## config.mk

```make
export PLATFORM = sky130hd
export DESIGN_NAME = vtrans_tlb
export DESIGN_NICKNAME = d
export VERILOG_FILES = /design/src/rtl/vtrans_pkg.sv /design/src/rtl/vtrans_store.sv /design/src/rtl/vtrans_match.sv /design/src/rtl/vtrans_perm.sv /design/src/rtl/vtrans_tlb.sv
export SDC_FILE = /design/constraint.sdc
export NUM_CORES = 1
export LEC_CHECK = 0
export BUFFER_PORTS_ARGS = -buffer_cell sky130_fd_sc_hd__buf_2
export CORE_ASPECT_RATIO = 1.25
export CORE_UTILIZATION = 45
export DETAILED_ROUTE_END_ITERATION = 6
export PLACE_DENSITY = 0.69
export SYNTH_ARGS = -nofsm -noshare
export SYNTH_HDL_FRONTEND = slang
export SYNTH_SLANG_ARGS = --single-unit
```

## constraint.sdc

```tcl
create_clock -name clk -period 3.9 [get_ports clk]
set_input_delay 0.195 -clock clk [delete_from_list [all_inputs] [get_ports clk]]
set_output_delay 0.195 -clock clk [all_outputs]
set_load 0.01 [all_outputs]
```

## src/rtl/vtrans_pkg.sv

```systemverilog
package vtrans_pkg;

  localparam int PERM_W = 4;
  localparam int PB_RD  = 0;
  localparam int PB_WR  = 1;
  localparam int PB_EX  = 2;
  localparam int PB_USR = 3;

  typedef enum logic [1:0] {
    ACC_READ  = 2'b00,
    ACC_WRITE = 2'b01,
    ACC_EXEC  = 2'b10,
    ACC_RSVD  = 2'b11
  } acc_kind_e;

  // Decide whether the stored rights allow the access.
  function automatic logic rights_allow(input logic [PERM_W-1:0] perm,
                                        input logic [1:0]        kind,
                                        input logic              user);
    logic ok;
    case (acc_kind_e'(kind))
      ACC_READ:  ok = perm[PB_RD];
      ACC_WRITE: ok = perm[PB_WR];
      ACC_EXEC:  ok = perm[PB_EX];
      default:   ok = 1'b0;
    endcase
    if (user && !perm[PB_USR]) ok = 1'b0;
    return ok;
  endfunction

endpackage

```

## src/rtl/vtrans_store.sv

```systemverilog
module vtrans_store #(
  parameter int SETS   = 4,
  parameter int WAYS   = 2,
  parameter int IDX_W  = 2,
  parameter int TAG_W  = 18,
  parameter int PPN_W  = 20,
  parameter int PERM_W = 4,
  parameter int WAY_W  = 1
) (
  input  logic                          clk,
  input  logic                          rst_n,
  input  logic [IDX_W-1:0]              rd_idx,
  output logic [WAYS-1:0]               rd_valid,
  output logic [WAYS-1:0][TAG_W-1:0]    rd_tag,
  output logic [WAYS-1:0][PPN_W-1:0]    rd_ppn,
  output logic [WAYS-1:0][PERM_W-1:0]   rd_perm,
  input  logic                          fill_en,
  input  logic                          flush_en,
  input  logic [IDX_W-1:0]              fill_idx,
  input  logic [TAG_W-1:0]              fill_tag,
  input  logic [PPN_W-1:0]              fill_ppn,
  input  logic [PERM_W-1:0]             fill_perm
);

  logic [WAYS-1:0]   vld_q [SETS];
  logic [WAYS-1:0]   vld_d [SETS];
  logic [WAY_W-1:0]  ptr_q [SETS];
  logic [WAY_W-1:0]  ptr_d [SETS];
  logic [TAG_W-1:0]  tag_q  [SETS][WAYS];
  logic [PPN_W-1:0]  ppn_q  [SETS][WAYS];
  logic [PERM_W-1:0] perm_q [SETS][WAYS];

  logic              wr_en;
  logic              dup_found;
  logic [WAY_W-1:0]  dup_way;
  logic              inv_found;
  logic [WAY_W-1:0]  inv_way;
  logic [WAY_W-1:0]  victim;
  logic              rot_adv;

  assign wr_en = fill_en & ~flush_en;

  // Victim choice: same page first, then lowest empty way, then pointer.
  always_comb begin
    dup_found = 1'b0;
    dup_way   = '0;
    inv_found = 1'b0;
    inv_way   = '0;
    for (int w = WAYS-1; w >= 0; w--) begin
      if (vld_q[fill_idx][w] && (tag_q[fill_idx][w] == fill_tag)) begin
        dup_found = 1'b1;
        dup_way   = WAY_W'(w);
      end
      if (!vld_q[fill_idx][w]) begin
        inv_found = 1'b1;
        inv_way   = WAY_W'(w);
      end
    end
    if (dup_found)      victim = dup_way;
    else if (inv_found) victim = inv_way;
    else                victim = ptr_q[fill_idx];
    rot_adv = wr_en & ~dup_found & ~inv_found;
  end

  // Next state of valid bits and rotating pointers.
  always_comb begin
    for (int s = 0; s < SETS; s++) begin
      vld_d[s] = vld_q[s];
      ptr_d[s] = ptr_q[s];
    end
    if (flush_en) begin
      for (int s = 0; s < SETS; s++) vld_d[s] = '0;
    end else if (wr_en) begin
      vld_d[fill_idx][victim] = 1'b1;
    end
    if (rot_adv) begin
      if (ptr_q[fill_idx] == WAY_W'(WAYS-1)) ptr_d[fill_idx] = '0;
      else                                   ptr_d[fill_idx] = ptr_q[fill_idx] + 1'b1;
    end
  end

  always_ff @(posedge clk or negedge rst_n) begin
    if (!rst_n) begin
      for (int s = 0; s < SETS; s++) begin
        vld_q[s] <= '0;
        ptr_q[s] <= '0;
      end
    end else begin
      for (int s = 0; s < SETS; s++) begin
        vld_q[s] <= vld_d[s];
        ptr_q[s] <= ptr_d[s];
      end
    end
  end

  // Mapping payload: no reset, written under enable only.
  always_ff @(posedge clk) begin
    if (wr_en) begin
      tag_q[fill_idx][victim]  <= fill_tag;
      ppn_q[fill_idx][victim]  <= fill_ppn;
      perm_q[fill_idx][victim] <= fill_perm;
    end
  end

  for (genvar w = 0; w < WAYS; w++) begin : g_rd
    assign rd_valid[w] = vld_q[rd_idx][w];
    assign rd_tag[w]   = tag_q[rd_idx][w];
    assign rd_ppn[w]   = ppn_q[rd_idx][w];
    assign rd_perm[w]  = perm_q[rd_idx][w];
  end

endmodule

```

## src/rtl/vtrans_match.sv

```systemverilog
module vtrans_match #(
  parameter int WAYS   = 2,
  parameter int TAG_W  = 18,
  parameter int PPN_W  = 20,
  parameter int PERM_W = 4
) (
  input  logic [WAYS-1:0]             way_valid,
  input  logic [WAYS-1:0][TAG_W-1:0]  way_tag,
  input  logic [WAYS-1:0][PPN_W-1:0]  way_ppn,
  input  logic [WAYS-1:0][PERM_W-1:0] way_perm,
  input  logic [TAG_W-1:0]            lk_tag,
  output logic                        hit,
  output logic [PPN_W-1:0]            hit_ppn,
  output logic [PERM_W-1:0]           hit_perm
);

  logic [WAYS-1:0] hit_vec;

  for (genvar w = 0; w < WAYS; w++) begin : g_cmp
    assign hit_vec[w] = way_valid[w] && (way_tag[w] == lk_tag);
  end

  assign hit = |hit_vec;

  // At most one way matches, so an OR of masked payloads selects it.
  always_comb begin
    hit_ppn  = '0;
    hit_perm = '0;
    for (int w = 0; w < WAYS; w++) begin
      hit_ppn  = hit_ppn  | (way_ppn[w]  & {PPN_W{hit_vec[w]}});
      hit_perm = hit_perm | (way_perm[w] & {PERM_W{hit_vec[w]}});
    end
  end

endmodule

```

## src/rtl/vtrans_perm.sv

```systemverilog
module vtrans_perm
  import vtrans_pkg::*;
(
  input  logic [PERM_W-1:0] perm,
  input  logic [1:0]        kind,
  input  logic              user,
  output logic              allow
);

  assign allow = rights_allow(perm, kind, user);

endmodule

```

## src/rtl/vtrans_tlb.sv

```systemverilog
module vtrans_tlb
  import vtrans_pkg::*;
#(
  parameter int VA_W  = 32,
  parameter int PA_W  = 32,
  parameter int PG_W  = 12,
  parameter int IDX_W = 2,
  parameter int WAYS  = 2,
  localparam int VPN_W = VA_W - PG_W,
  localparam int PPN_W = PA_W - PG_W
) (
  input  logic             clk,
  input  logic             rst_n,
  input  logic             req_valid,
  input  logic [VA_W-1:0]  req_vaddr,
  input  logic [1:0]       req_kind,
  input  logic             req_user,
  output logic             rsp_valid,
  output logic             rsp_hit,
  output logic             rsp_miss,
  output logic             rsp_fault,
  output logic [PA_W-1:0]  rsp_paddr,
  output logic             refill_req,
  output logic [VPN_W-1:0] refill_vpn,
  input  logic             fill_valid,
  input  logic [VPN_W-1:0] fill_vpn,
  input  logic [PPN_W-1:0] fill_ppn,
  input  logic [PERM_W-1:0] fill_perm,
  input  logic             flush
);

  localparam int SETS  = 1 << IDX_W;
  localparam int TAG_W = VPN_W - IDX_W;
  localparam int WAY_W = (WAYS > 1) ? $clog2(WAYS) : 1;

  logic [IDX_W-1:0]            lk_idx;
  logic [TAG_W-1:0]            lk_tag;
  logic [WAYS-1:0]             set_valid;
  logic [WAYS-1:0][TAG_W-1:0]  set_tag;
  logic [WAYS-1:0][PPN_W-1:0]  set_ppn;
  logic [WAYS-1:0][PERM_W-1:0] set_perm;
  logic                        any_hit;
  logic [PPN_W-1:0]            sel_ppn;
  logic [PERM_W-1:0]           sel_perm;
  logic                        allowed;

  assign lk_idx = req_vaddr[PG_W +: IDX_W];
  assign lk_tag = req_vaddr[VA_W-1 : PG_W+IDX_W];

  vtrans_store #(
    .SETS(SETS), .WAYS(WAYS), .IDX_W(IDX_W), .TAG_W(TAG_W),
    .PPN_W(PPN_W), .PERM_W(PERM_W), .WAY_W(WAY_W)
  ) u_store (
    .clk       (clk),
    .rst_n     (rst_n),
    .rd_idx    (lk_idx),
    .rd_valid  (set_valid),
    .rd_tag    (set_tag),
    .rd_ppn    (set_ppn),
    .rd_perm   (set_perm),
    .fill_en   (fill_valid),
    .flush_en  (flush),
    .fill_idx  (fill_vpn[IDX_W-1:0]),
    .fill_tag  (fill_vpn[VPN_W-1:IDX_W]),
    .fill_ppn  (fill_ppn),
    .fill_perm (fill_perm)
  );

  vtrans_match #(
    .WAYS(WAYS), .TAG_W(TAG_W), .PPN_W(PPN_W), .PERM_W(PERM_W)
  ) u_match (
    .way_valid (set_valid),
    .way_tag   (set_tag),
    .way_ppn   (set_ppn),
    .way_perm  (set_perm),
    .lk_tag    (lk_tag),
    .hit       (any_hit),
    .hit_ppn   (sel_ppn),
    .hit_perm  (sel_perm)
  );

  vtrans_perm u_perm (
    .perm  (sel_perm),
    .kind  (req_kind),
    .user  (req_user),
    .allow (allowed)
  );

  // Response next state.
  logic             vld_d, hit_d, miss_d, flt_d;
  logic [PA_W-1:0]  pa_d;
  logic [VPN_W-1:0] rvpn_d;

  always_comb begin
    vld_d  = req_valid;
    hit_d  = req_valid &  any_hit &  allowed;
    flt_d  = req_valid &  any_hit & ~allowed;
    miss_d = req_valid & ~any_hit;
    pa_d   = hit_d  ? {sel_ppn, req_vaddr[PG_W-1:0]} : '0;
    rvpn_d = miss_d ? req_vaddr[VA_W-1:PG_W]         : '0;
  end

  always_ff @(posedge clk or negedge rst_n) begin
    if (!rst_n) begin
      rsp_valid  <= 1'b0;
      rsp_hit    <= 1'b0;
      rsp_miss   <= 1'b0;
      rsp_fault  <= 1'b0;
      rsp_paddr  <= '0;
      refill_vpn <= '0;
    end else begin
      rsp_valid  <= vld_d;
      rsp_hit    <= hit_d;
      rsp_miss   <= miss_d;
      rsp_fault  <= flt_d;
      rsp_paddr  <= pa_d;
      refill_vpn <= rvpn_d;
    end
  end

  assign refill_req = rsp_miss;

endmodule

```

== Yosys cells after proc, flatten, opt, wreduce, memory -nomap -nowiden ==
Memory sizes are Yosys's and may differ from the RTL's.
Cells that the tools add are included.
Word-level totals
  input port bits: 84
  memory bits (writable): 336
  bits in registers: 68
  memories kept: 3
  output and inout port bits: 57
Operators by class
  equality and inequality tests: 6
  $add $sub $neg: 1
  bitwise operators: 24
  mux-type cells: 41
  reductions and logical operators: 12
  $lt $le $gt $ge: 7
Memories
  u_store.ppn_q: words 4, bits a word 40, read ports 1, clocked after memory_dff 0, wr ports 1, RTL line vtrans_store.sv:30  | logic [PPN_W-1:0] ppn_q [SETS][WAYS];
  u_store.tag_q: words 4, bits a word 36, read ports 2, clocked after memory_dff 0, wr ports 1, RTL line vtrans_store.sv:29  | logic [TAG_W-1:0] tag_q [SETS][WAYS];
  u_store.perm_q: words 4, bits a word 8, read ports 1, clocked after memory_dff 0, wr ports 1, RTL line vtrans_store.sv:31  | logic [PERM_W-1:0] perm_q [SETS][WAYS];
Operators by type and width (number)
  18-bit == test: 4
  20-bit bitwise AND: 2
  20-bit 2-to-1 mux: 2
  40-bit 2-to-1 mux: 1
  36-bit 2-to-1 mux: 1
  32-bit 2-to-1 mux: 1
  8-bit 2-to-1 mux: 3
  20-bit demux with 1-bit select: 1
  20-bit OR: 1
  18-bit demux with 1-bit select: 1
  18-bit 2-to-1 mux: 1
  1-bit 2-to-1 mux: 14
  4-bit bitwise AND: 3
  2-bit 2-to-1 mux: 5
  2-bit binary-select mux with 2-bit select: 2
  1-bit logical AND: 8
  4-bit 2-to-1 mux: 2
  8-bit OR: 1
  1-bit bitwise AND: 7
  3-bit >= comparator (second input constant): 2
  2-bit inverter with 3-bit output: 2
  1-bit inverter: 5
  4-bit bitwise mux: 1
  2-bit demux with 2-bit select: 1
  other kinds (20): 20

== Logic depth before layout (Yosys ltp) ==
Gate-level depths: netlist (run 1).
  word-level depth: 17
  mapped depth: 12
  gate-level depth less buffers: 7

== Modules after synthesis ==
Synthesis (run 1) repeated with hierarchy kept, for this count alone.
Unflattened totals
  cells, all modules: 904
  area total of the unflattened synthesis: 17295.3 um^2
Modules (own cells, without submodules)
  vtrans_store: times used 1, cells an instance 640, area each 14323.7 um^2, seq. area each 10390.0 um^2
  vtrans_tlb: times used 1, cells an instance 126, area each 1989.4 um^2, seq. area each 1401.3 um^2
  vtrans_match: times used 1, cells an instance 133, area each 938.4 um^2, seq. area each 0.0 um^2
  vtrans_perm: times used 1, cells an instance 5, area each 43.8 um^2, seq. area each 0.0 um^2

== Worst setup path after synthesis (run 1) ==
No wires, ideal clock.
  path kind: input to register
  start point: input port fill_vpn[0]
  end point: memory u_store.perm_q[3][0] in the netlist's numbering (enable)
  arrival: 4.056 ns
  library setup time: 0.442 ns
  data required time: 3.458 ns
  slack: -0.598 ns
  stages on the path: 10
  cell sequence: buf_2 -> buf_2 -> mux4_2 -> xnor2_1 -> nand4_1 -> nor3_1 -> nand4_1 -> a21bo_1 -> clkbuf_1 -> nor2_1
On the way
  cells in the longest elaborated chain, start to end: 14
  elaborated cells on any way between the ends: 27
  those cells by class: order compare (2); eq/ne (2); mux (17); bitwise (2); reduce/logical (3); memory (1)
RTL lines
  from (decl): RTL line vtrans_tlb.sv:26  | input logic [VPN_W-1:0] fill_vpn,
  parallel branches: the longest is 14 deep, another holds memory read 4 x 36 bit
  to (decl): RTL line vtrans_store.sv:31
Several ways; the timed one is not identified. The select of a mux whose other input is x is not followed.

==> impl_summary.md, run 1 <==
Setup path
STA classifies the critical path endpoint as a register. Tracing the worst setup path back leads to its startpoint at u_store.tag_q[3][3]. Traced cell by cell, the critical path runs through mux4_2 > xnor2_1 > o211ai_1 > a2111oi_4 > buf_4 > nand4_1 > o211a_1 > buf_12 > a2111oi_1 > buf_4. The biggest fanout along the worst timing path is 34. For this run, the slowest stage of the critical path takes 0.53 ns. Among all stages on the critical path, the largest delay is contributed by sky130_fd_sc_hd__a2111oi_1. The cell with the most instances on the worst path is sky130_fd_sc_hd__buf_4. Broken down by cell family, the worst path's largest delay share belongs to compound AO/OA/AOI/OAI gates.

The worst endpoint data arrival time is 3.77 ns. The worst setup path is of the register to register kind. STA classifies the critical path startpoint as a register.

The number of buffers and inverters on the critical path is 3. The reg-to-reg startpoint is u_store.tag_q[3][3]. STA puts the critical path data required time at 4.39 ns.

Cells and area
After routing the design area is 0.0206 mm2. The layout overhead on the synthesized area is 20.4%. The count of placed standard cells in the final layout, fillers left out is 1,668. The net total in the final layout is 1,234. Fill cells in the final layout number 2,941. In the final layout, the share of cells above drive strength 1 is 0.324. 0 antenna diodes ended up in the layout.

GRT
The wire length of the first global-routing pass is 61,600 um. The number of antenna violations at the first check in global routing is 0. The global-route congestion overflow total is 0. For this run, the total global-route usage over all layers was measured as 0.217. The number of global-route vias before repair is 10.0k. The largest net degree at the start of global routing is 69.

Yosys
The average instance in the mapped netlist occupies 18.6 um2. The area of the mapped netlist is 0.0171 mm2. Of all cell types, the one taking the most synthesized area is sky130_fd_sc_hd__edfxtp_1. The synthesized netlist net count is 1,007.

Counting flops with a built-in enable in the synthesized netlist gives 336. For this run, asynchronously set or reset flops after synthesis account for 0.168. The share of synthesized area in the top cell type comes to 0.589. The most used flip-flop cell after synthesis is sky130_fd_sc_hd__edfxtp_1. The distinct cell type count of the synthesized netlist is 58. Ranked by total cell area, the synthesized netlist is headed by sky130_fd_sc_hd__edfxtp_1 (59%), sky130_fd_sc_hd__mux4_2 (14%), sky130_fd_sc_hd__dfrtp_1 (9.9%), sky130_fd_sc_hd__xnor2_1 (2.6%), sky130_fd_sc_hd__mux2i_1 (2.5%). The flip-flop and latch count after synthesis is 404. Synthesis produced 923 cells. For this run, the register share of the synthesized area comes to 0.688.

During synthesis, Yosys emitted a total of 0 warnings.

Detailed routing
The number of vias in the routed layout is 9,638. The detail route stage leaves a number of antenna-violating nets equal to 0. The routed wire length is 41,500 um. For this block, the initial DRC count from the detailed router was 874. Dividing the detail-routed wire length by the instance count gives 24.9 um. The count of TritonRoute iterations in the first routing pass is 5. Dividing the detail-routed via count by the number of cells gives 5.78. After detailed routing, the number of remaining DRC violations is 0.

STA
Timing would allow up to 0.305 GHz. The slew at the pin with the worst max-slew slack is 1.09 ns. Counting I/O delays and the setup requirement, the final critical path takes 3.28 ns.

Setup violations remaining at the end of the flow were counted as 0. The tightest hold path in the finished design has a slack of 0.0272 ns. The post-route clock period utilization is 0.841. In this run the tightest slew margin relative to its limit is 0.273.

The final hold violation count came to 0. Once routing completed, OpenROAD measured the worst setup slack at 0.618 ns. The max-slew violation count is 0.

Setup repair after global routing left no endpoint under its margin. On the final layout, the worst clock skew is 0.0217 ns.

Clock network
Clock-pin slew was measured on the worst setup and hold paths at 0.06 ns. TritonCTS created 41 clock buffers. The clock tree root driver cell is sky130_fd_sc_hd__clkbuf_16.

The number of gates resized after CTS was 0. In this run the number of H-tree levels came out at 2. TritonCTS built the clock tree. At the later pin of the worst-skew pair, clock insertion delay measures 0.55 ns. Buffers inserted to repair hold after CTS numbered 58. The maximum count of clock buffers along a single path is 3. The post-CTS setup buffer count is 0.

The clock sink count is 404.

Power
The internal portion of total power is 0.00737 W. In this run the power density over the cells is 456 mW/mm2. VDD sags by at most 0.395 mV. For this design the static power due to leakage is 7.28 nW. The share of total power dissipated in combinational logic is 0.074.

Of the total power, the share spent switching nets is 0.216. The switching power of the nets is 0.00204 W. Power comes to 0.00941 W. The part of the power in registers is 0.506. Of the total power, the clock network draws 0.420.

Placement
The placed instances occupy a cell area of 0.0187 mm2. The HPWL after detailed placement is 26,500 um. In this run, placement finished with an instance count of 1,535. Prior to clock tree synthesis, the placed netlist has a worst setup slack of 0.208 ns. The congestion estimate from routability-driven global placement came to 0.840. Buffers placed on the I/O ports in this run total 140.

Die
In this run the core area contains 79 standard-cell rows. The core footprint is 0.0374 mm2. The floorplan step set the die width to 177 um. The number of top-level pins is 141. The die area is 0.0389 mm2. In this run the vertical extent of the chip is 220 um. The starting utilization of the core area is 0.459.

Hold path
The kind of path behind the tightest hold check is primary input to register. The start point of the worst min-delay path is fill_vpn[12].

Status
The run finished with clean final reports.

Run
Across the run, the number of max-cap violations was 0.
cell type report:
class	instances	area [um2]	share of cell area
clock buffers	60	1190	0.0575
clock inverters	15	179	0.00867
inverters	13	48.8	0.00236
multi-input cells	447	5040	0.244
flip-flops and latches	404	11800	0.571
well taps	486	608	0.0295
repair buffers	243	1780	0.0863
stage by stage:
stage / TNS (ns) / util
2_1_floorplan: -121.80 / -
3_3_place_gp: 0 / 0.500
3_5_place_dp: 0 / 0.500
4_1_cts: 0 / 0.552
5_1_grt: 0 / 0.552
6_report: 0 / 0.552
layer usage:
| layer | wire length [um] | track usage | up-vias |
|---|---|---|---|
| met5 | 0 | 0 | - |
| met4 | 1310 | 0.0747 | 0 |
| met3 | 2790 | 0.0467 | 87 |
| met2 | 21300 | 0.371 | 389 |
| met1 | 16100 | 0.273 | 4996 |
| li1 | - | - | 4166 |
final timing paths:
path,endpoint,slack (ns),cells past startpoint
worst max-delay path,rsp_paddr[13],0.62,10
worst min-delay path,u_store.tag_q[3][28],0.03,1
worst max register to register,rsp_paddr[13],0.62,10
worst min register to register,u_store.ptr_q[1],0.47,1
max in group asynchronous,rsp_paddr[13],2.86,2
min in group asynchronous,refill_vpn[6],0.30,2
placed cells by master, fill, tap and decap left out, types with 4 or more instances in the layout:
| cell type | n |
|---|---|
| sky130_fd_sc_hd__xnor2_1 | 51 |
| sky130_fd_sc_hd__nand2b_1 | 23 |
| sky130_fd_sc_hd__dlygate4sd3_1 | 58 |
| sky130_fd_sc_hd__clkbuf_8 | 9 |
| sky130_fd_sc_hd__nand3_1 | 7 |
| sky130_fd_sc_hd__buf_4 | 35 |
| sky130_fd_sc_hd__and4b_1 | 4 |
| sky130_fd_sc_hd__clkbuf_16 | 41 |
| sky130_fd_sc_hd__nor3_1 | 16 |
| sky130_fd_sc_hd__nand2_1 | 21 |
| sky130_fd_sc_hd__buf_2 | 137 |
| sky130_fd_sc_hd__inv_1 | 11 |
| sky130_fd_sc_hd__o22ai_1 | 10 |
| sky130_fd_sc_hd__clkinv_2 | 5 |
| sky130_fd_sc_hd__mux2i_1 | 43 |
| sky130_fd_sc_hd__nor2_4 | 8 |
| sky130_fd_sc_hd__clkbuf_1 | 10 |
| sky130_fd_sc_hd__buf_12 | 12 |
| sky130_fd_sc_hd__a2111oi_1 | 4 |
| sky130_fd_sc_hd__edfxtp_1 | 336 |
| sky130_fd_sc_hd__a21oi_1 | 10 |
| sky130_fd_sc_hd__xor2_1 | 28 |
| sky130_fd_sc_hd__nor2_1 | 6 |
| sky130_fd_sc_hd__a2111oi_2 | 16 |
| sky130_fd_sc_hd__nand4_1 | 32 |
| sky130_fd_sc_hd__and2_1 | 21 |
| sky130_fd_sc_hd__mux4_2 | 103 |
| sky130_fd_sc_hd__dfrtp_1 | 68 |
power groups by stage:
stage	Clock [W]	Sequential [W]	Combinational, W
2_1_floorplan	0	0.00486	0.000366
3_3_place_gp	0	0.00485	0.000644
3_5_place_dp	0	0.00486	0.000653
4_1_cts	0.00402	0.00477	0.000702
5_1_grt	0.00418	0.00477	0.000746
6_report	0.00395	0.00477	0.000695
sequential cells by signal, summed over array words and instances (netlist names):
signal          flops
u_store.ppn_q     160
u_store.tag_q     144
rsp_paddr          32
u_store.perm_q     32
refill_vpn         20
u_store.vld_q       8
u_store.ptr_q       4
refill_req          1
rsp_fault           1
rsp_hit             1
rsp_valid           1
synth_stat cells, drive strengths merged (22+ instances only):
cell type and instances:
a2111oi 22, buf 29, clkbuf 30, dfrtp 68, edfxtp 336, mux2i 43
mux4 103, nand2b 23, nand4 33, xnor2 51, xor2 28
logic make-up (layout without fill, tap and decap cells):
kind of cell,count (synthesis),after routing,share of synthesized area
AO/OA/AOI/OAI,70,70,0.0388
AND/OR/NAND/NOR,150,150,0.0496
XOR/XNOR,79,79,0.0404
buffers and inverters,72,331,0.0212
flip-flops,404,404,0.688
multiplexers,148,148,0.162
worst reg2reg max path, cell delays in order (launching register included):
cell                        delay, ns
sky130_fd_sc_hd__edfxtp_1        0.38
sky130_fd_sc_hd__mux4_2          0.48
sky130_fd_sc_hd__xnor2_1         0.31
sky130_fd_sc_hd__o211ai_1        0.19
sky130_fd_sc_hd__a2111oi_4       0.27
sky130_fd_sc_hd__buf_4           0.34
sky130_fd_sc_hd__nand4_1         0.12
sky130_fd_sc_hd__o211a_1         0.19
sky130_fd_sc_hd__buf_12          0.19
sky130_fd_sc_hd__a2111oi_1       0.54
sky130_fd_sc_hd__buf_4           0.21
(Power assumes the default switching activity.)
==> run 2, diff against run 1 <==
Clock period 3.9 ns to 3 ns, I/O delays scaled along.
==> run 2 against run 1 <==
  * Combinational power is 50% higher
  * Non-clock buffer count is 89 higher
  * Sequential share of layout area is 2.9 points lower
  * Via count is 5.4% higher
  * Maximum frequency is 12% higher
  * Routed wire length is 6.5% higher
  * Final cell count is 5.2% higher
  * Largest power group unchanged
==> impl_summary.md, run 2 (synthesis results as in run 1) <==
Clock network
TritonCTS built the clock tree. The clock transition at the registers of the reported paths was 0.06 ns (about the same). The maximum count of clock buffers along a single path is 3 (unchanged). The clock latency at the later pin of the worst-skew pair came to 0.54 ns (about the same). The number of CTS-inserted buffers is 41 (unchanged). The clock tree root driver cell is sky130_fd_sc_hd__clkbuf_16. The clock sink count is 404 (unchanged).

The total number of H-tree levels came to 2 (unchanged).

STA
The worst slack on hold paths is 0.0473 ns (+0.0201 ns). The slew at the pin with the worst max-slew slack is 1.21 ns (+0.117 ns). The final setup violation count is 0 (unchanged).

The final worst clock skew is 0.0271 ns (+0.00535 ns). The tightest slew margin relative to the limit is 0.195 (-0.0778). The smallest setup slack after layout is 0.0717 ns (-0.547 ns).

The minimum period implied by the final worst setup slack is 2.93 ns (-0.353 ns). The maximum clock frequency is 0.341 GHz (+12%). The final hold violation count was 0 (unchanged).

The max-slew violation count is 0 (unchanged). The setup TNS after final layout was 0 ns (unchanged). Setup repair after global routing could not meet its margin everywhere.

The post-route clock period utilization came to 0.976 (+0.135).

Cells and area
The largest registers in the layout are u_store.ppn_q x160, u_store.tag_q x144. The layout overhead on the synthesized area is 26.9%. Leaving out fill and tap cells, the most frequent cells in the layout are sky130_fd_sc_hd__edfxtp_1 (336), sky130_fd_sc_hd__buf_2 (137), sky130_fd_sc_hd__mux4_2 (103), sky130_fd_sc_hd__dlygate4sd3_1 (84), sky130_fd_sc_hd__buf_4 (75).

The top register by number of flip-flops is u_store.ppn_q. The number of diodes added for antenna fixing is 0 (unchanged). The share of cells above drive strength 1 is 0.355 (+0.0306). The number of fill cells in the layout was 2,799 (-4.8%).

The count of placed standard cells in the final layout, fillers left out was 1,755 (+5.2%). The net total in the final layout is 1,324 (+7.3%). The number of flip-flops in the largest register is 160 (unchanged). Leaving out fill and tap cells, the most frequent cell in the layout is sky130_fd_sc_hd__edfxtp_1.

Hold path
The terminating pin of the worst hold path is u_store.tag_q[2][15]. In this run the worst hold path is classified as primary input to register. The depth of the worst hold-timing path is 1 (unchanged). In this run the most critical hold path is launched from fill_vpn[17].

Detailed routing
The number of vias in the routed layout came to 10.2k (+5.4%). The number of design rule violations left after detail routing was 0 (unchanged). The number of DRC markers after the initial detailed-route iteration came to 731 (-16%). The count of TritonRoute iterations in the first routing pass is 5 (unchanged).

The post-detailed-route count of antenna-violating nets is 0 (unchanged). The via density per instance is 5.79 (+0.21%). The routed wire length is 44,200 um (+6.5%).

The average routed wire per standard cell was 25.2 um (+1.3%).

Setup path
The critical path required time is 3.22 ns (-1.17 ns). The reg-to-reg startpoint is u_store.tag_q[1][7]. The setup slack on the worst flop-to-flop path is 0.07 ns (-0.55 ns). The number of cells on the worst reg-to-reg path is 10 (unchanged). The worst setup path is of the register to register kind. The biggest fanout along the worst timing path was 23 (-32%).

The worst endpoint data arrival time was 3.14 ns (-0.63 ns). The nature of the critical path endpoint is a register. The critical path launch point type is a register.

The endpoint of the worst-slack reg-to-reg timing path is u_store.tag_q[3][14].

GRT
The wire length of the first global-routing pass came to 65,400 um (+6.2%). The global-route congestion overflow total is 0 (unchanged). The number of global-route vias before repair is 10.6k (+5.9%). The all-layer global routing usage is 0.229 (+0.0127). The number of antenna violations at the first check in global routing is 0 (unchanged). The largest net degree at the start of global routing came to 69 (unchanged).

Die
The floorplan die width is 177 um (unchanged). The core footprint is 0.0374 mm2 (unchanged). The die area came to 0.0389 mm2 (unchanged). The vertical die dimension came to 220 um (unchanged).

The starting utilization of the core area is 0.459 (unchanged). The number of top-level pins is 141 (unchanged). The floorplan row count came to 79 (unchanged).

Run
The number of max-cap violations came to 0 (unchanged).

Status
The run finished with clean final reports.

Power
The total design power is 0.0121 W (+28%). The maximum vdd drop is 0.382 mV (-3.3%). The power per cell area is 556 mW/mm2 (+22%). The static leakage is 7.77 nW (+6.7%).

Placement
The placer's final routability congestion estimate came to 0.966 (+15%). The estimated wirelength of the detail-placed design was 28,900 um (+9.0%). The count of buffers inserted at the top-level ports is 140 (unchanged). The post-placement worst setup slack is -0.390 ns (-0.597 ns). The cell total after placement came to 1,586 (+3.3%).
run 2: cell count changes in the layout (fill, tap and decap cells not counted), moves of 4 or more:
cell,before,now
sky130_fd_sc_hd__clkinv_1,2,6
sky130_fd_sc_hd__buf_12,12,29
sky130_fd_sc_hd__xnor2_2,0,6
sky130_fd_sc_hd__xnor2_1,51,43
sky130_fd_sc_hd__clkbuf_1,10,14
sky130_fd_sc_hd__clkbuf_8,9,3
sky130_fd_sc_hd__buf_4,35,75
sky130_fd_sc_hd__clkbuf_16,41,45
sky130_fd_sc_hd__dlygate4sd3_1,58,84
run 2: stage by stage:
step	util	area, um2
after CTS	0.576	21500
after floorplan	-	17200
after detailed placement	0.516	19300
final	0.582	21700
after global routing	0.582	21700
after global placement	0.516	19300
run 2: per-layer routing:
| metal | track usage | part of all wire |
|---|---|---|
| met1 | 0.288 | 0.39 |
| met2 | 0.400 | 0.52 |
| met3 | 0.0318 | 0.051 |
| met4 | 0.0954 | 0.036 |
| met5 | 0 | 0 |
run 2: worst max-delay path by stage:
stage | slack, ns | cells past startpoint | end | from
5_1_grt | -0.04 | 10 | u_store.tag_q[3][14] | u_store.tag_q[1][7]
4_1_cts | 0.008 | 12 | u_store.ppn_q[1][19] | u_store.tag_q[1][7]
2_1_floorplan | -0.03 | 9 | u_store.perm_q[0][4] | fill_vpn[0]
6_report | 0.07 | 10 | u_store.tag_q[3][14] | u_store.tag_q[1][7]
3_5_place_dp | -0.39 | 12 | u_store.perm_q[0][4] | fill_vpn[0]
3_3_place_gp | -0.36 | 12 | u_store.perm_q[0][4] | fill_vpn[0]
run 2: area by class of cell:
| cell class | instances | area, um2 | share of cell area |
|---|---|---|---|
| well taps | 486 | 608 | 0.0280 |
| multi-input cells | 448 | 5200 | 0.239 |
| inverters | 13 | 48.8 | 0.00224 |
| repair buffers | 332 | 2830 | 0.130 |
| clock inverters | 13 | 123 | 0.00564 |
| clock buffers | 59 | 1140 | 0.0527 |
| flip-flops and latches | 404 | 11800 | 0.542 |
run 2: report_power, final:
part / internal [W] / switching [W] / total (W)
combinational: 0.000485 / 0.000552 / 0.00104
sequential: 0.00617 / 0.0000275 / 0.00620
clock: 0.00282 / 0.00203 / 0.00486
run 2: timing repair:
item | in CTS | in global routing
endpoints found under the setup margin | 350 | 318
cloned | 1 | 5
pin swaps | 1 | 8
hold buffers | 84 | 0
setup buffers | 2 | 7
resized for setup | 11 | 10
hold endpoints to repair | 419 | 0
run 2: worst max-delay path: stages, from the launching register on:
cell and delay, ns:
sky130_fd_sc_hd__edfxtp_1 0.41, sky130_fd_sc_hd__mux4_2 0.50, sky130_fd_sc_hd__xnor2_2 0.24, sky130_fd_sc_hd__nand4_1 0.15, sky130_fd_sc_hd__nor3_2 0.21, sky130_fd_sc_hd__nand4_1 0.18
sky130_fd_sc_hd__buf_4 0.19, sky130_fd_sc_hd__a21bo_4 0.24, sky130_fd_sc_hd__buf_4 0.14, sky130_fd_sc_hd__nor2_4 0.14, sky130_fd_sc_hd__buf_12 0.23
